File: config.mk
export PLATFORM = sky130hd
export DESIGN_NAME = irq_combiner
export DESIGN_NICKNAME = d
export VERILOG_FILES = /design/src/rtl/irqc_pkg.sv /design/src/rtl/irqc_filter_ctrl.sv /design/src/rtl/irqc_level_dp.sv /design/src/rtl/irq_combiner.sv
export SDC_FILE = /design/constraint.sdc
export NUM_CORES = 1
export LEC_CHECK = 0
export ABC_AREA = 1
export BUFFER_PORTS_ARGS = -buffer_cell sky130_fd_sc_hd__buf_2
export CORE_UTILIZATION = 40
export DETAILED_ROUTE_END_ITERATION = 10
export SLEW_MARGIN = 20
export SYNTH_ARGS = -nofsm -noshare
export SYNTH_HDL_FRONTEND = slang
export SYNTH_SLANG_ARGS = --single-unit
File: constraint.sdc
create_clock -name clk -period 2.1 [get_ports clk]
set_input_delay 0 -clock clk [delete_from_list [all_inputs] [get_ports clk]]
set_output_delay 0 -clock clk [all_outputs]
set_load 0.02 [all_outputs]
File: src/rtl/irqc_pkg.sv
package irqc_pkg;
  localparam int unsigned CH_COUNT = 2;

  // One strobe per channel per direction, raised for the single cycle in
  // which that channel's filtered level must flip.
  typedef struct packed {
    logic [CH_COUNT-1:0] goActive;
    logic [CH_COUNT-1:0] goIdle;
  } filtStrobe_t;
endpackage

File: src/rtl/irqc_filter_ctrl.sv
module irqc_filter_ctrl
  import irqc_pkg::*;
#(
  parameter int unsigned LOW_MIN_CYCLES  = 250,
  parameter int unsigned HIGH_MIN_CYCLES = 125
) (
  input  logic                clk,
  input  logic                rst_n,
  input  logic [CH_COUNT-1:0] rawReqN,
  input  logic [CH_COUNT-1:0] levelN,
  output filtStrobe_t         strobe
);
  localparam int unsigned MAX_MIN = (LOW_MIN_CYCLES > HIGH_MIN_CYCLES) ?
                                    LOW_MIN_CYCLES : HIGH_MIN_CYCLES;
  localparam int unsigned CNT_W   = $clog2(MAX_MIN) + 1;
  localparam logic [CNT_W-1:0] LOW_LAST  = CNT_W'(LOW_MIN_CYCLES - 1);
  localparam logic [CNT_W-1:0] HIGH_LAST = CNT_W'(HIGH_MIN_CYCLES - 1);

  logic [CH_COUNT-1:0] syncA;
  logic [CH_COUNT-1:0] syncB;
  logic [CH_COUNT-1:0] doneAct;
  logic [CH_COUNT-1:0] doneIdl;

  // Two-flop synchronizer, idle (high) out of reset.
  always_ff @(posedge clk or negedge rst_n) begin
    if (!rst_n) begin
      syncA <= '1;
      syncB <= '1;
    end else begin
      syncA <= rawReqN;
      syncB <= syncA;
    end
  end

  for (genvar ch = 0; ch < CH_COUNT; ch++) begin : g_chan
    logic [CNT_W-1:0] holdCnt;
    logic [CNT_W-1:0] needLast;
    logic             differs;
    logic             reached;

    assign differs  = syncB[ch] != levelN[ch];
    // Currently idle -> moving active needs the long width.
    assign needLast = levelN[ch] ? LOW_LAST : HIGH_LAST;
    assign reached  = differs && (holdCnt == needLast);

    always_ff @(posedge clk or negedge rst_n) begin
      if (!rst_n)                 holdCnt <= '0;
      else if (!differs || reached) holdCnt <= '0;
      else                        holdCnt <= holdCnt + 1'b1;
    end

    assign doneAct[ch] = reached &&  levelN[ch];
    assign doneIdl[ch] = reached && !levelN[ch];

    // the hold counter never runs past the longer width.
    a_r3_cnt_bound: assert property (@(posedge clk) disable iff (!rst_n)
      holdCnt < CNT_W'(MAX_MIN));

    if (LOW_MIN_CYCLES > 1) begin : g_low_chk
      // going active needs the synced line low in the cycle before too.
      a_r3_low_held: assert property (@(posedge clk) disable iff (!rst_n)
        doneAct[ch] |-> ($past(syncB[ch]) == 1'b0));
    end
    if (HIGH_MIN_CYCLES > 1) begin : g_high_chk
      // going idle needs the synced line high in the cycle before too.
      a_r4_high_held: assert property (@(posedge clk) disable iff (!rst_n)
        doneIdl[ch] |-> ($past(syncB[ch]) == 1'b1));
    end
  end

  always_comb begin
    strobe.goActive = doneAct;
    strobe.goIdle   = doneIdl;
  end
endmodule

File: src/rtl/irqc_level_dp.sv
module irqc_level_dp
  import irqc_pkg::*;
#(
  parameter int unsigned STATUS_LSB = 4,
  parameter int unsigned REG_W      = 8
) (
  input  logic                clk,
  input  logic                rst_n,
  input  filtStrobe_t         strobe,
  input  logic                readStrobe,
  output logic [CH_COUNT-1:0] levelN,
  output logic                irqOutN,
  output logic [REG_W-1:0]    statusReg
);
  logic [CH_COUNT-1:0] statSnap;

  for (genvar ch = 0; ch < CH_COUNT; ch++) begin : g_level
    always_ff @(posedge clk or negedge rst_n) begin
      if (!rst_n)                    levelN[ch] <= 1'b1;
      else if (strobe.goActive[ch])  levelN[ch] <= 1'b0;
      else if (strobe.goIdle[ch])    levelN[ch] <= 1'b1;
    end

    // a filtered level moves only on a strobe from the filter control.
    a_r3_flip_on_strobe: assert property (@(posedge clk) disable iff (!rst_n)
      !$stable(levelN[ch]) |->
        $past(strobe.goActive[ch] || strobe.goIdle[ch]));
  end

  // Wired-AND of active-low levels.
  assign irqOutN = &levelN;

  always_ff @(posedge clk or negedge rst_n) begin
    if (!rst_n)          statSnap <= '0;
    else if (readStrobe) statSnap <= ~levelN;
  end

  assign statusReg = REG_W'(statSnap) << STATUS_LSB;

  // any channel going active pulls the combined line low next cycle.
  a_r1_assert_next: assert property (@(posedge clk) disable iff (!rst_n)
    (|strobe.goActive) |=> !irqOutN);

  // the combined line only rises after some channel went idle.
  a_r1_release_cause: assert property (@(posedge clk) disable iff (!rst_n)
    $rose(irqOutN) |-> $past(|strobe.goIdle));

  // no read, no change of the visible status.
  a_r7_status_hold: assert property (@(posedge clk) disable iff (!rst_n)
    !readStrobe |=> $stable(statusReg));

  // at most the channel bits can ever be set.
  a_r6_field_width: assert property (@(posedge clk) disable iff (!rst_n)
    $countones(statusReg) <= CH_COUNT);
endmodule

File: src/rtl/irq_combiner.sv
module irq_combiner
  import irqc_pkg::*;
#(
  parameter int unsigned LOW_MIN_CYCLES  = 250,
  parameter int unsigned HIGH_MIN_CYCLES = 125,
  parameter int unsigned STATUS_LSB      = 4,
  parameter int unsigned REG_W           = 8
) (
  input  logic                clk,
  input  logic                rst_n,
  input  logic [CH_COUNT-1:0] irqReqN,
  input  logic                readStrobe,
  output logic                irqOutN,
  output logic [REG_W-1:0]    statusReg
);
  filtStrobe_t         strobe;
  logic [CH_COUNT-1:0] levelN;

  irqc_filter_ctrl #(
    .LOW_MIN_CYCLES  (LOW_MIN_CYCLES),
    .HIGH_MIN_CYCLES (HIGH_MIN_CYCLES)
  ) u_ctrl (
    .clk     (clk),
    .rst_n   (rst_n),
    .rawReqN (irqReqN),
    .levelN  (levelN),
    .strobe  (strobe)
  );

  irqc_level_dp #(
    .STATUS_LSB (STATUS_LSB),
    .REG_W      (REG_W)
  ) u_dp (
    .clk        (clk),
    .rst_n      (rst_n),
    .strobe     (strobe),
    .readStrobe (readStrobe),
    .levelN     (levelN),
    .irqOutN    (irqOutN),
    .statusReg  (statusReg)
  );
endmodule

==> summary.md <==
| Metric | Value |
|---|---|
| Outcome | finished, final reports clean |
| CP startpoint kind | flip-flop |
| Unrepaired setup endpoints after global routing | false |
| Initial antenna violation count | 0 |
| Sinks on Clock Net | 26 |
| Leak | slightly below 0.7 nW |
| DIE WIDTH | ~60 µm |
| Max-slew violations | 0 |
| DRT Wirelength | 2.06 mm |
| IO buf count | 7 |
| Commonest non-fill, non-tap cell in the layout | nand2_1 |
| # diodes | 0 |
| Vias in the first global route | a little over 800 |
| Yosys Warn Count | 0 |
| Main combinational cell family by area after synthesis | simple AND/OR/NAND/NOR gates |
| Root Driver | clkbuf_4 |
| Synth top area share | between 30% and 40% |
| Slew margin rel. | between 60% and 70% |
| Mean Syn Cell Area | roughly 8.6 µm² |
| Mapped Area | 0.00134 mm² |
| Maximum resistive drop on vdd | ~400 µV |
| Placer congestion estimate | around 0.77 |
| Via density | 4.36 |
| Fin nets | about 180 |
| Hold/Removal Path Class | in -> async |
| Yosys cell types | 21 |
| DRT Pass-1 Iters | 4 |
| Crit path time final | 1.25 ns |
| Slew at the pin closest to its max-slew limit | 0.579 ns |
| First-pass GRT wire length | about 3.5 mm |
| R2r setup slk | about 0.85 ns |
| Share of layout cells above drive strength 1 | about 16% |
| DRC viols | 0 |
| Synth Area in XOR/XNOR | around 5.2% |
| Pwr Density | about 550 mW/mm² |
| Worst r2r dst | u_ctrl.g_chan[0].holdCnt[8] |
| Synth Area in Simple Gates | a little under a third |
| WS Path Type | reg -> reg |
| Largest net degree at the start of global routing | 27 |
| Clock buffer depth | 2 |
| Critical Path Slowest Stage Cell | dfrtp_1 |
| # H-tree levels | 1 |
| Num CTS Buffers | 3 |
| Max cap viols | 0 |
| Multiplexer share of the synthesized area | 0% |
| Core Box Area | approximately 0.0031 mm² |
| Final setup TNS | 0 ns |
| Die Height | ~60 µm |
| # setup viols final | 0 |
| I/O pins | 14 |
| Clock skew | 0.00136 ns |
| Crit path required time | approximately 2.4 ns |
| DR vias | roughly 940 |
| Post-synth top area cell | dfrtp_1 |
| Std-Cell Rows | 20 |
| Post-synthesis compound-gate area fraction | 2.61% |
| CTS tree | yes |
| Final Cycle Share | between 50% and 60% |
| FF/Latch Area | approximately 660 µm² |
| First DRT Iteration DRCs | between 40 and 50 |
| Synthesized instance count | between 150 and 200 |
| Clock Latency Late Sink | ~0.31 ns |
| GRT Total Usage | a little over an eighth |
| CTS clk-pin slew, worst paths | between 0.1 and 0.15 ns |
| Gr ovfl total | 0 |
| Synth Register Bits | 26 |
| Critical path peak fanout | 5 |
| Crit-path cells | ha_1 > nand3_1 > nor2_2 > nand2_1 > nand2_1 > nand2_1 > nor2_2 |
| Area Growth Syn to Fin | 9.69% |
| Post-synthesis adder-cell area fraction | under 10% |
| Area contributors post-synth | dfrtp_1 37%, dfstp_2 12%, nand2_1 11%, inv_1 6.2%, nor2_1 5.9% |
| Starting Density | between 40 and 50% |
| Post-DP HPWL | 1.47 mm |
| Worst R2R Path Depth | 7 |
| Power Total | around 810 µW |
| Sequential cell area fraction in the yosys report | between 40% and 50% |
| Die area | between 0.003 and 0.004 mm² |
| Area of the multi-input gates | about 580 µm² |
| Worst path arrival time | 1.51 ns |
| FF-to-FF Start | u_ctrl.g_chan[0].holdCnt[0] |
| Max stage delay on crit path | about 0.43 ns |
| WHS | around 0.20 ns |
| Antenna Nets Post-Route | 0 |
| CP endpoint kind | flip-flop |
| Routed wire per std cell | 9.58 µm |
| Final hold violation count | 0 |
| Fmax | approximately 800 MHz |
| Fill cells | between 300 and 400 |
| CP most frequent cell | nand2_1 |
| Commonest cells after routing, fill and taps aside | 39 x nand2_1, 22 x inv_1, 21 x nor2_1 |
-- kinds of logic (layout without fill, tap and decap cells) --
| group | count (synthesis) | in the layout |
|---|---|---|
| AND/OR/NAND/NOR | 86 | 86 |
| XOR/XNOR | 8 | 8 |
| buffers and inverters | 28 | 37 |
| flip-flops | 26 | 26 |
| adder cells (fa/ha/maj) | 2 | 2 |
| AO/OA/AOI/OAI | 6 | 6 |
| other | 1 | 6 |
-- registers in the layout (all words and copies together) (netlist names) --
| register | count |
|---|---|
| u_dp.statSnap | 2 |
| u_ctrl.g_chan.holdCnt | 18 |
| u_dp.levelN | 2 |
| u_ctrl.syncA | 2 |
| u_ctrl.syncB | 2 |
-- synthesized netlist by cell type --
cell type / instances
nor2_1: 21
nor2_2: 4
dfrtp_1: 20
dfstp_2: 6
ha_1: 2
xor2_1: 6
nand3_1: 6
nand3_4: 1
nand2_2: 1
buf_4: 6
inv_1: 22
o21bai_1: 2
nand2_1: 39
xnor2_1: 2
conb_1: 1
nor2_4: 1
nand2_4: 1
nand4_1: 3
nand3b_1: 5
nand3_2: 4
o21ai_0: 4
-- routing by layer --
layer | part of all wire, % | track usage (%)
met1 | 52 | 17.3
met2 | 43 | 20.5
met3 | 3.7 | 5.19
met4 | 1.0 | 3.99
met5 | 0 | 0
-- worst max-delay path: cells and delay by family (launching register included) --
kind / cells / cell delay, ns
fa+ha+maj: 1 / 0.21
simple gates: 6 / 0.55
flops: 1 / 0.43
-- power breakdown --
group	switching (mW)	leakage, nW	internal, mW
clock network	0.135	0.0150	0.0742
registers	0.0141	0.331	0.520
logic	0.0437	0.349	0.0245
-- timing repair --
item,CTS,global route
hold buffers,4,0
gates resized for setup,0,0
setup buffers,0,0
hold endpoints to repair,24,0
-- stage by stage --
stage | setup slack (ns) | cells | utilization (%) | instance area (µm²)
after floorplan | 0.978 | 162 | - | 1360
after global placement | 0.896 | 207 | 45.0 | 1410
after detailed placement | 0.851 | 207 | 45.0 | 1410
after CTS | 0.830 | 215 | 47.1 | 1470
after global routing | 0.686 | 215 | 47.1 | 1470
final | 0.849 | 215 | 47.1 | 1470
-- worst max path at each step --
| stage | start | end | slack (ns) |
|---|---|---|---|
| after detailed placement | u_ctrl.g_chan[1].holdCnt[0] | u_ctrl.g_chan[1].holdCnt[6] | 0.85 |
| after global routing | u_ctrl.g_chan[1].holdCnt[0] | u_ctrl.g_chan[1].holdCnt[6] | 0.69 |
| after floorplan | u_ctrl.g_chan[1].holdCnt[0] | u_ctrl.g_chan[1].holdCnt[6] | 0.98 |
| final | u_ctrl.g_chan[0].holdCnt[0] | u_ctrl.g_chan[0].holdCnt[8] | 0.85 |
| after CTS | u_ctrl.g_chan[1].holdCnt[0] | u_ctrl.g_chan[1].holdCnt[6] | 0.83 |
| after global placement | u_ctrl.g_chan[1].holdCnt[0] | u_ctrl.g_chan[1].holdCnt[6] | 0.90 |
-- area by class of cell --
class                           instances  area share, %
Sequential cell                        26           44.7
Multi-Input combinational cell        108           39.1
Inverter                               22           5.61
Timing Repair Buffer                   11           5.10
Tap cell                               44           3.74
Clock buffer                            4           1.78
(Power assumes the default switching activity.)
